<file path="src/rtl/bank_xlate_pkg.sv">
package bank_xlate_pkg;
  typedef enum logic [1:0] {
    AREA_ROM0 = 2'd0,
    AREA_ROM1 = 2'd1,
    AREA_ROMX = 2'd2,
    AREA_RAM  = 2'd3
  } area_e;

  // apply-bit offsets above the ROM mask field
  localparam int unsigned APPLY_ROM0 = 0;
  localparam int unsigned APPLY_ROM1 = 1;
  localparam int unsigned APPLY_RAM  = 2;
  localparam int unsigned APPLY_BITS = 3;
endpackage

</file>
<file path="src/rtl/bank_mask_reg.sv">
module bank_mask_reg #(
  parameter int unsigned MASK_W     = 16,
  parameter int unsigned LANES      = MASK_W / 8,
  parameter int unsigned LANE_SEL_W = (LANES > 1) ? $clog2(LANES) : 1
) (
  input  logic                  clk_i,
  input  logic                  rst_ni,
  input  logic                  wr_en_i,
  input  logic [LANE_SEL_W-1:0] wr_lane_i,
  input  logic [7:0]            wr_data_i,
  output logic [MASK_W-1:0]     mask_o
);
  for (genvar l = 0; l < LANES; l++) begin : g_lane
    logic [7:0] q;
    always_ff @(posedge clk_i or negedge rst_ni) begin
      if (!rst_ni)                                   q <= '1;
      else if (wr_en_i && wr_lane_i == LANE_SEL_W'(l)) q <= wr_data_i;
    end
    assign mask_o[l*8 +: 8] = q;
  end
endmodule

</file>
<file path="src/rtl/bank_mask_apply.sv">
module bank_mask_apply
  import bank_xlate_pkg::*;
#(
  parameter int unsigned ROM_W  = 9,
  parameter int unsigned RAM_W  = 4,
  parameter int unsigned MASK_W = ROM_W + APPLY_BITS + RAM_W
) (
  input  area_e             area_i,
  input  logic [ROM_W-1:0]  bank_i,
  input  logic [MASK_W-1:0] mask_i,
  output logic [ROM_W-1:0]  phys_bank_o,
  output logic [RAM_W-1:0]  ram_bank_o
);
  logic [ROM_W-1:0] rom_mask;
  logic [RAM_W-1:0] ram_mask;
  logic             apply;
  logic [ROM_W-1:0] rom_eff;

  assign rom_mask = mask_i[ROM_W-1:0];
  assign ram_mask = mask_i[MASK_W-1 -: RAM_W];

  always_comb begin
    unique case (area_i)
      AREA_ROM0: apply = mask_i[ROM_W + APPLY_ROM0];
      AREA_ROM1: apply = mask_i[ROM_W + APPLY_ROM1];
      AREA_ROMX: apply = 1'b1; // extended window ignores apply bits
      default:   apply = mask_i[ROM_W + APPLY_RAM];
    endcase
  end

  assign rom_eff    = apply ? (bank_i & rom_mask) : bank_i;
  assign ram_bank_o = apply ? (bank_i[RAM_W-1:0] & ram_mask) : bank_i[RAM_W-1:0];
  assign phys_bank_o = (area_i == AREA_RAM) ? {{(ROM_W-RAM_W){1'b0}}, ram_bank_o} : rom_eff;
endmodule

</file>
<file path="src/rtl/bank_target_sel.sv">
module bank_target_sel
  import bank_xlate_pkg::*;
#(
  parameter int unsigned RAM_W      = 4,
  parameter int unsigned SRAM_BANKS = 8
) (
  input  area_e            area_i,
  input  logic [RAM_W-1:0] ram_bank_i,
  input  logic             sram_en_i,
  input  logic             mirror_en_i,
  input  logic             addr15_i,
  output logic             sram_sel_o,
  output logic             alt_sel_o,
  output logic             sram_a15_o
);
  logic is_ram, in_sram;

  assign is_ram     = (area_i == AREA_RAM);
  assign in_sram    = {1'b0, ram_bank_i} < (RAM_W+1)'(SRAM_BANKS);
  assign sram_sel_o = is_ram && sram_en_i && in_sram;
  assign alt_sel_o  = is_ram && !sram_sel_o;
  assign sram_a15_o = addr15_i && !mirror_en_i;
endmodule

</file>
<file path="src/rtl/bank_xlate.sv">
module bank_xlate
  import bank_xlate_pkg::*;
#(
  parameter int unsigned ROM_W      = 9,
  parameter int unsigned RAM_W      = 4,
  parameter int unsigned SRAM_BANKS = 8,
  localparam int unsigned MASK_W     = ROM_W + APPLY_BITS + RAM_W,
  localparam int unsigned LANES      = MASK_W / 8,
  localparam int unsigned LANE_SEL_W = (LANES > 1) ? $clog2(LANES) : 1
) (
  input  logic                  clk_i,
  input  logic                  rst_ni,
  input  logic                  wr_en_i,
  input  logic [LANE_SEL_W-1:0] wr_lane_i,
  input  logic [7:0]            wr_data_i,
  input  logic [1:0]            area_i,
  input  logic [ROM_W-1:0]      bank_i,
  input  logic                  addr15_i,
  input  logic                  sram_en_i,
  input  logic                  mirror_en_i,
  output logic [MASK_W-1:0]     mask_o,
  output logic [ROM_W-1:0]      phys_bank_o,
  output logic                  sram_sel_o,
  output logic                  alt_sel_o,
  output logic                  sram_a15_o
);
  area_e            area;
  logic [RAM_W-1:0] ram_bank;

  assign area = area_e'(area_i);

  bank_mask_reg #(.MASK_W(MASK_W), .LANES(LANES), .LANE_SEL_W(LANE_SEL_W)) u_reg (
    .clk_i, .rst_ni, .wr_en_i, .wr_lane_i, .wr_data_i, .mask_o
  );

  bank_mask_apply #(.ROM_W(ROM_W), .RAM_W(RAM_W), .MASK_W(MASK_W)) u_apply (
    .area_i(area), .bank_i, .mask_i(mask_o), .phys_bank_o, .ram_bank_o(ram_bank)
  );

  bank_target_sel #(.RAM_W(RAM_W), .SRAM_BANKS(SRAM_BANKS)) u_sel (
    .area_i(area), .ram_bank_i(ram_bank), .sram_en_i, .mirror_en_i, .addr15_i,
    .sram_sel_o, .alt_sel_o, .sram_a15_o
  );
endmodule

</file>
<file path="config.mk">
export PLATFORM = sky130hd
export DESIGN_NAME = bank_xlate
export DESIGN_NICKNAME = d
export VERILOG_FILES = /design/src/rtl/bank_xlate_pkg.sv /design/src/rtl/bank_mask_reg.sv /design/src/rtl/bank_mask_apply.sv /design/src/rtl/bank_target_sel.sv /design/src/rtl/bank_xlate.sv
export SDC_FILE = /design/constraint.sdc
export NUM_CORES = 1
export LEC_CHECK = 0
export CAP_MARGIN = 20
export CORE_MARGIN = 3
export CORE_UTILIZATION = 35
export DETAILED_ROUTE_END_ITERATION = 7
export PLACE_DENSITY = 0.87
export SYNTH_ARGS = -nofsm -noshare
export SYNTH_HDL_FRONTEND = slang
export SYNTH_SLANG_ARGS = --single-unit
</file>
<file path="constraint.sdc">
create_clock -name clk_i -period 2.8 [get_ports clk_i]
set_clock_uncertainty 0.2 [all_clocks]
set_input_delay 0.28 -clock clk_i [delete_from_list [all_inputs] [get_ports clk_i]]
set_output_delay 0.28 -clock clk_i [all_outputs]
set_load 0.01 [all_outputs]
</file>
==> flow_metrics.env, run 1 <==
export IMPL_vias=778
export IMPL_drc=0
export IMPL_netlist_area_um2=928
export IMPL_finalPower_w=0.000759
export IMPL_setup_viol=0
export IMPL_yosysUniqueCellTypes=20
export IMPL_synthTopCellsByArea="dfstp_2 45%, mux2_1 12%, mux2_2 7.3%"
export IMPL_dieHeight_um=57.5
export IMPL_startpoint_type="primary input"
export IMPL_rows=18
export IMPL_cts_setup_buffers=0
export IMPL_hold_viol=0
export IMPL_final_util=0.605
export IMPL_wl_um=2580
export IMPL_numPortBuffers=53
export IMPL_viasPerCell=5.12
export IMPL_io_pins=54
export IMPL_top_register="u_reg.g_lane.q"
export IMPL_largest_reg_flops=16
export IMPL_synth_seq_cells=16
export IMPL_maxCapViolCount=0
export IMPL_drive_gt1_frac=0.344
export IMPL_synth_top_area_frac=0.453
export IMPL_clock_sinks=16
export IMPL_worst_path_max_delay_cell="clkdlybuf4s50_1"
export IMPL_crit_type="primary input to primary output"
export IMPL_required_ns=2.32
export IMPL_postRouteAntennaNets=0
export IMPL_fmax_ghz=0.387
export IMPL_overflow=0
export IMPL_cts_resized=0
export IMPL_path_clk_slew_ns=0.10
export IMPL_synth_warning_count=0
export IMPL_first_iter_violations=5
export IMPL_initial_core_util=0.371
export IMPL_synth_ff_type="dfstp_2"
export IMPL_slowest_delay_ns=0.70
export IMPL_clk_path_buf_depth=2
export IMPL_status="complete, no violations"
export IMPL_yosysMostFrequentCell="dfstp_2"
export IMPL_htree_levels=1
export IMPL_yosysTopAreaCell="dfstp_2"
export IMPL_power_leakage_nw=0.574
export IMPL_critPathArrivalTime_ns=2.10
export IMPL_root_buffer="clkbuf_4"
export IMPL_synth_edff_count=0
export IMPL_yosysSeqAreaShare=0.453
export IMPL_crit_path_end_kind="primary output"
export IMPL_layout_nets=149
export IMPL_grt_max_degree=17
export IMPL_min_period_ns=2.58
export IMPL_grt_use_total=0.166
export IMPL_gp_congestion=0.704
export IMPL_cts_buffers_inserted=3
export IMPL_antenna_found_initial=0
export IMPL_path_max_fanout=10
export IMPL_hold_buffers=0
export IMPL_synthArstFlopShare=1.00
export IMPL_crit_top_cell="clkdlybuf4s50_1"
export IMPL_cts_tree="yes"
export IMPL_vdd_drop_max_mv=0.428
export IMPL_nFillCells=200
export IMPL_core_area_um2=2500
export IMPL_synthCells=67
export IMPL_top_regs="u_reg.g_lane.q: 16 flops"
export IMPL_hp_class="primary input to flop"
export IMPL_cp_cell_sequence="clkdlybuf4s50_1 -> nand3b_4 -> o21a_4 -> o221a_1 -> clkdlybuf4s50_1"
export IMPL_syn_to_final_growth_pct=62.9
export IMPL_timing_final_crit_share=0.923
export IMPL_syn_area_per_cell_um2=13.9
export IMPL_dieArea_um2=3310
export IMPL_die_width_um=57.5
export IMPL_num_antenna_cells=0
export IMPL_power_density_nw_per_um2=502
export IMPL_wire_per_inst_um=17.0
export IMPL_grt_pass1_vias=807
export IMPL_dpl_hpwl_um=1950
export IMPL_clk_latency_ns=0.30
export IMPL_drv_slew=0
export IMPL_first_pass_iters=4
export IMPL_rsz0062_at_grt="false"
export IMPL_synth_nets=93
export IMPL_worst_pin_slew_ns=0.709
export IMPL_tns_ns=0
export IMPL_slew_headroom=0.526
export IMPL_synth_common_cells="16 x dfstp_2, 10 x mux2_1, 6 x mux2_2"
export IMPL_grt_pass1_wl_um=4160
==> metal layers <==
metal / part of all wire / global-route usage / wire length, µm
met4: 0.019 / 0.0695 / 50
met1: 0.41 / 0.209 / 1060
met5: 0 / 0 / 0
met2: 0.48 / 0.269 / 1240
met3: 0.090 / 0.0407 / 233
==> cells in the final DEF (no fill, tap or decap) <==
| master | instances |
|---|---|
| a21boi_2 | 5 |
| a21oi_1 | 1 |
| and2b_4 | 1 |
| and4_2 | 1 |
| buf_4 | 1 |
| clkbuf_4 | 3 |
| clkbuf_8 | 1 |
| clkdlybuf4s50_1 | 53 |
| dfstp_2 | 16 |
| inv_1 | 1 |
| mux2_1 | 10 |
| mux2_2 | 6 |
| nand2_1 | 2 |
| nand3_1 | 1 |
| nand3b_4 | 1 |
| nor2_4 | 1 |
| nor2b_1 | 2 |
| o21a_4 | 1 |
| o21ai_0 | 1 |
| o21bai_1 | 5 |
| o21bai_2 | 5 |
| o221a_1 | 4 |
==> where the power goes <==
group / total, W / internal [W] / leakage [nW] / switching (W)
registers: 0.000329 / 0.000292 / 0.168 / 0.0000367
logic: 0.000272 / 0.000169 / 0.385 / 0.000103
clock network: 0.000159 / 0.0000794 / 0.0210 / 0.0000792
total: 0.000759 / 0.000541 / 0.574 / 0.000219
==> critical path: cells and delay by family <==
family / cells / cell delay [ns]
compound gates: 2 / 0.36
simple gates: 1 / 0.22
buf+inv: 2 / 1.24
==> cell type report <==
| type | instances | area (µm²) | share of cell area |
|---|---|---|---|
| multi-input combinational | 47 | 477 | 0.315 |
| clock buffer | 4 | 36.3 | 0.0240 |
| tap | 30 | 37.5 | 0.0248 |
| inverter | 1 | 3.75 | 0.00248 |
| timing repair buffer | 54 | 538 | 0.356 |
| sequential | 16 | 420 | 0.278 |
==> final timing paths <==
path                                      start                    to  slack, ns  depth (start not counted)
setup reg to reg           u_reg.g_lane[1].q[1]  u_reg.g_lane[1].q[1]       1.80                          1
setup / recovery                      area_i[1]        phys_bank_o[2]       0.22                          5
max in group asynchronous                rst_ni  u_reg.g_lane[1].q[6]       1.79                          1
hold / removal                     wr_data_i[0]  u_reg.g_lane[0].q[0]       0.40                          2
hold reg to reg            u_reg.g_lane[1].q[5]  u_reg.g_lane[1].q[5]       0.44                          1
min in group asynchronous                rst_ni  u_reg.g_lane[0].q[3]       0.58                          1
==> through the flow <==
stage / setup slack [ns] / cell area [µm²] / cells / hold slack [ns]
after floorplan: 1.24 / 928 / 67 / -0.0678
final: 0.216 / 1510 / 152 / 0.403
after global routing: 0.151 / 1510 / 152 / 0.433
after global placement: 0.296 / 1480 / 148 / 0.419
after CTS: 0.208 / 1510 / 152 / 0.407
after detailed placement: 0.269 / 1480 / 148 / 0.428
==> cells by family after synthesis <==
logic type / count (synthesis) / synth area share
muxes: 16 / 0.194
buffers and inverters: 4 / 0.0337
DFF: 16 / 0.453
and+or+nand+nor: 9 / 0.0822
AOI/OAI and AO/OA: 22 / 0.237
Note: power is estimated with default switching activity, not from simulation.
==> inputs of run 2 (changes only) <==
--- a/config.mk
+++ b/config.mk
@@ -8,7 +8,8 @@
 export CAP_MARGIN = 20
 export CORE_MARGIN = 3
-export CORE_UTILIZATION = 35
+export CORE_UTILIZATION = 38
 export DETAILED_ROUTE_END_ITERATION = 7
-export PLACE_DENSITY = 0.87
+export GPL_TIMING_DRIVEN = 1
+export PLACE_DENSITY = 0.93
 export SYNTH_ARGS = -nofsm -noshare
 export SYNTH_HDL_FRONTEND = slang
--- a/constraint.sdc
+++ b/constraint.sdc
@@ -3,3 +3,3 @@
 set_input_delay 0.28 -clock clk_i [delete_from_list [all_inputs] [get_ports clk_i]]
 set_output_delay 0.28 -clock clk_i [all_outputs]
-set_load 0.01 [all_outputs]
+set_load 0.005 [all_outputs]
==> run 2 against run 1 <==
Power is 2.9% lower. Die area is 7.1% lower. Worst setup slack better by 0.038 ns. Sequential cell count stayed put. Hold slack better by 0.013 ns.
==> flow_metrics.env, run 2 (same netlist as run 1, synthesis figures left out) <==
export IMPL_grt_max_degree=17
export IMPL_final_cells=150
export IMPL_critPathArrivalTime_ns=2.07
export IMPL_seq_area_um2=420
export IMPL_postRouteAntennaNets=0
export IMPL_final_common_cell="clkdlybuf4s50_1"
export IMPL_status="complete, no violations"
export IMPL_top_regs="u_reg.g_lane.q: 16 flops"
export IMPL_vias=773
export IMPL_antenna_found_initial=0
export IMPL_hold_buffers=0
export IMPL_path_max_fanout=10
export IMPL_min_period_ns=2.55
export IMPL_worstRegToRegCells=1
export IMPL_multi_input_area_um2=477
export IMPL_io_pins=54
export IMPL_wire_per_inst_um=17.0
export IMPL_place_ws_ns=0.271
export IMPL_root_buffer="clkbuf_4"
export IMPL_grt_pass1_wl_um=4200
export IMPL_num_antenna_cells=0
export IMPL_clk_latency_ns=0.29
export IMPL_clock_sinks=16
export IMPL_numPortBuffers=53
export IMPL_tns_ns=0
export IMPL_slew_headroom=0.511
export IMPL_gp_congestion=0.705
export IMPL_htree_levels=1
export IMPL_syn_to_final_growth_pct=62.7
export IMPL_drc=0
export IMPL_rrSetupSlack_ns=1.81
export IMPL_worst_pin_slew_ns=0.731
export IMPL_cts_buffers_inserted=3
export IMPL_cts_resized=0
export IMPL_dieHeight_um=55.4
export IMPL_layout_nets=149
export IMPL_cts_tree="yes"
export IMPL_cp_cell_sequence="clkdlybuf4s50_1 -> nand3b_4 -> o21a_4 -> o221a_1 -> clkdlybuf4s50_1"
export IMPL_power_density_nw_per_um2=488
export IMPL_cp_buffers_inverters=2
export IMPL_required_ns=2.32
export IMPL_grt_use_total=0.169
export IMPL_hold_viol=0
export IMPL_grt_pass1_vias=864
export IMPL_cp_startpoint="area_i[1]"
export IMPL_vdd_drop_max_mv=0.337
export IMPL_core_area_um2=2250
export IMPL_startpoint_type="primary input"
export IMPL_largest_reg_flops=16
export IMPL_drv_slew=0
export IMPL_wl_um=2560
export IMPL_dpl_hpwl_um=1970
export IMPL_regToRegStartpoint="u_reg.g_lane[1].q[2]"
export IMPL_crit_path_end_kind="primary output"
export IMPL_overflow=0
export IMPL_crit_family="buffers and inverters"
export IMPL_first_iter_violations=8
export IMPL_crit_end="phys_bank_o[3]"
export IMPL_critical_path_cell_count=5
export IMPL_dieArea_um2=3070
export IMPL_die_width_um=55.4
export IMPL_drive_gt1_frac=0.344
export IMPL_setup_viol=0
export IMPL_cts_setup_buffers=0
export IMPL_hp_class="primary input to flop"
export IMPL_min_path_cells=2
export IMPL_maxCapViolCount=0
export IMPL_top_register="u_reg.g_lane.q"
export IMPL_r2r_end="u_reg.g_lane[1].q[2]"
export IMPL_rsz0062_at_grt="false"
export IMPL_worst_path_max_delay_cell="clkdlybuf4s50_1"
export IMPL_timing_final_crit_share=0.909
export IMPL_fin_ws_ns=0.254
export IMPL_slowest_delay_ns=0.69
export IMPL_viasPerCell=5.15
export IMPL_mostFrequentLayoutCells="53 x clkdlybuf4s50_1, 16 x dfstp_2, 10 x mux2_1"
export IMPL_crit_top_cell="clkdlybuf4s50_1"
export IMPL_nFillCells=184
export IMPL_first_pass_iters=4
export IMPL_path_clk_slew_ns=0.10
export IMPL_rows=17
export IMPL_initial_core_util=0.412
export IMPL_power_leakage_nw=0.574
export IMPL_crit_type="primary input to primary output"
export IMPL_placed_cells=146
export IMPL_clk_path_buf_depth=2
export IMPL_fmax_ghz=0.393
==> run 2: area by class of cell <==
| cell class | count | share of cell area |
|---|---|---|
| well taps | 28 | 0.0232 |
| multi-input cells | 47 | 0.316 |
| flip-flops and latches | 16 | 0.278 |
| repair buffers | 54 | 0.356 |
| clock buffers | 4 | 0.0240 |
| inverters | 1 | 0.00249 |
==> run 2: per-layer routing <==
layer  routed length, µm  global-route usage
met2                1240               0.287
met4                  11              0.0347
met5                   0                   0
met3                 156              0.0397
met1                1140               0.219
==> run 2: worst min path at each step <==
stage                         startpoint                   end  slack [ns]
global route                wr_data_i[1]  u_reg.g_lane[1].q[1]        0.42
finish                      wr_data_i[1]  u_reg.g_lane[0].q[1]        0.42
floorplan                         rst_ni  u_reg.g_lane[0].q[0]       -0.07
CTS                         wr_data_i[1]  u_reg.g_lane[1].q[1]        0.41
detailed placement  u_reg.g_lane[1].q[6]  u_reg.g_lane[1].q[6]        0.42
global placement    u_reg.g_lane[1].q[4]  u_reg.g_lane[1].q[4]        0.42
==> run 2: power breakdown <==
group | internal [W] | total, W | switching [W]
Clock | 0.0000791 | 0.000158 | 0.0000787
Combinational | 0.000168 | 0.000249 | 0.0000813
Sequential | 0.000292 | 0.000330 | 0.0000375
==> run 2: per-stage QoR <==
step	util	hold slack (ns)	area (µm²)	power (W)
2_1_floorplan	-	-0.0678	928	0.000419
3_3_place_gp	0.654	0.419	1470	0.000572
3_5_place_dp	0.654	0.424	1470	0.000582
4_1_cts	0.670	0.413	1510	0.000741
5_1_grt	0.670	0.423	1510	0.000774
6_report	0.670	0.416	1510	0.000737
==> inputs of run 3 (changes only) <==
CORE_UTILIZATION = 40   (was 38)
PLACE_DENSITY = 0.95   (was 0.93)
==> run 3 against run 2 <==
Combinational power about the same. Clock-buffer cell count did not move. Global-route usage rose by 2.4 points. Largest power group unchanged. Hold slack improved by 0.00099 ns.
==> flow_metrics.env, run 3 (same netlist as run 1, synthesis figures left out) <==
export IMPL_status="complete, no violations"
export IMPL_crit_path_end_kind="primary output"
export IMPL_required_ns=2.32
export IMPL_vdd_drop_max_mv=0.464
export IMPL_worst_pin_slew_ns=0.855
export IMPL_dpl_hpwl_um=1930
export IMPL_fin_ws_ns=0.267
export IMPL_cts_resized=0
export IMPL_path_max_fanout=11
export IMPL_first_iter_violations=5
export IMPL_vias=766
export IMPL_final_cells=148
export IMPL_hold_buffers=0
export IMPL_grt_pass1_wl_um=4030
export IMPL_hp_start="wr_data_i[1]"
export IMPL_root_buffer="clkbuf_4"
export IMPL_dieHeight_um=54.2
export IMPL_layout_nets=148
export IMPL_clk_path_buf_depth=2
export IMPL_place_ws_ns=0.289
export IMPL_htree_levels=1
export IMPL_rows=16
export IMPL_overflow=0
export IMPL_power_density_nw_per_um2=486
export IMPL_grt_pass1_vias=830
export IMPL_min_period_ns=2.53
export IMPL_maxCapViolCount=0
export IMPL_syn_to_final_growth_pct=61.7
export IMPL_top_register="u_reg.g_lane.q"
export IMPL_io_pins=54
export IMPL_placed_cells=144
export IMPL_power_leakage_nw=0.569
export IMPL_viasPerCell=5.18
export IMPL_grt_max_degree=17
export IMPL_largest_reg_flops=16
export IMPL_crit_type="primary input to primary output"
export IMPL_fmax_ghz=0.395
export IMPL_final_util=0.721
export IMPL_cp_startpoint="area_i[0]"
export IMPL_wire_per_inst_um=16.9
export IMPL_core_area_um2=2080
export IMPL_first_pass_iters=4
export IMPL_drc=0
export IMPL_dieArea_um2=2930
export IMPL_antenna_found_initial=0
export IMPL_num_antenna_cells=0
export IMPL_gp_congestion=0.745
export IMPL_mostFrequentLayoutCells="53 x clkdlybuf4s50_1, 16 x dfstp_2, 10 x mux2_1"
export IMPL_cts_buffers_inserted=3
export IMPL_critPathArrivalTime_ns=2.05
export IMPL_grt_use_total=0.194
export IMPL_initial_core_util=0.446
export IMPL_startpoint_type="primary input"
export IMPL_fin_hold_ws_ns=0.417
export IMPL_top_regs="u_reg.g_lane.q: 16 flops"
export IMPL_path_clk_slew_ns=0.10
export IMPL_tns_ns=0
export IMPL_clock_sinks=16
export IMPL_cts_tree="yes"
export IMPL_regToRegStartpoint="u_reg.g_lane[1].q[2]"
export IMPL_final_common_cell="clkdlybuf4s50_1"
export IMPL_drive_gt1_frac=0.339
export IMPL_hp_class="primary input to flop"
export IMPL_cts_setup_buffers=0
export IMPL_die_width_um=54.2
export IMPL_postRouteAntennaNets=0
export IMPL_clk_latency_ns=0.28
export IMPL_slew_headroom=0.429
export IMPL_numPortBuffers=53
export IMPL_hold_viol=0
export IMPL_timing_final_crit_share=0.905
export IMPL_wl_um=2510
export IMPL_drv_slew=0
export IMPL_rsz0062_at_grt="false"
export IMPL_setup_viol=0
## run 3: changes by cell type in the layout (fill, tap and decap cells not counted), sizes merged
cell | previous run | this run
buf | 1 | 0
## run 3: final cells by class
class                           count  area (µm²)
Tap cell                           27        33.8
Fill cell                         148         581
Multi-Input combinational cell     47         477
Sequential cell                    16         420
Inverter                            1        3.75
Timing Repair Buffer               53         531
Clock buffer                        4        36.3
## run 3: power breakdown
group / total (W) / internal, W / leakage, nW / switching (W)
Sequential: 0.000329 / 0.000292 / 0.168 / 0.0000370
Clock: 0.000153 / 0.0000791 / 0.0210 / 0.0000743
Combinational: 0.000248 / 0.000167 / 0.380 / 0.0000806
Total: 0.000730 / 0.000539 / 0.569 / 0.000192
## run 3: path summary, 6_finish.rpt
| check | slack [ns] | depth (start not counted) | to |
|---|---|---|---|
| worst max-delay path | 0.27 | 4 | phys_bank_o[0] |
| worst min-delay path | 0.42 | 2 | u_reg.g_lane[1].q[1] |
| worst max register to register | 1.80 | 1 | u_reg.g_lane[1].q[2] |
| worst min register to register | 0.44 | 1 | u_reg.g_lane[1].q[6] |
| max in group asynchronous | 1.77 | 1 | u_reg.g_lane[0].q[0] |
| min in group asynchronous | 0.59 | 1 | u_reg.g_lane[1].q[1] |
## run 3: per-layer routing
layer | GRT usage | vias to the layer above | part of all wire
li1 | - | 360 | -
met1 | 0.255 | 361 | 0.43
met2 | 0.311 | 45 | 0.47
met3 | 0.0554 | 0 | 0.11
met4 | 0.0498 | 0 | 0
met5 | 0 | - | 0
## run 3: critical path, stage by stage
cell and delay [ns]:
clkdlybuf4s50_1 0.73, nand3_1 0.28, o221a_1 0.31, clkdlybuf4s50_1 0.45
## run 3: stage by stage
step           cell area, µm²  power (W)
2_1_floorplan             928   0.000419
3_3_place_gp             1470   0.000572
3_5_place_dp             1470   0.000580
4_1_cts                  1500   0.000737
5_1_grt                  1500   0.000769
6_report                 1500   0.000730
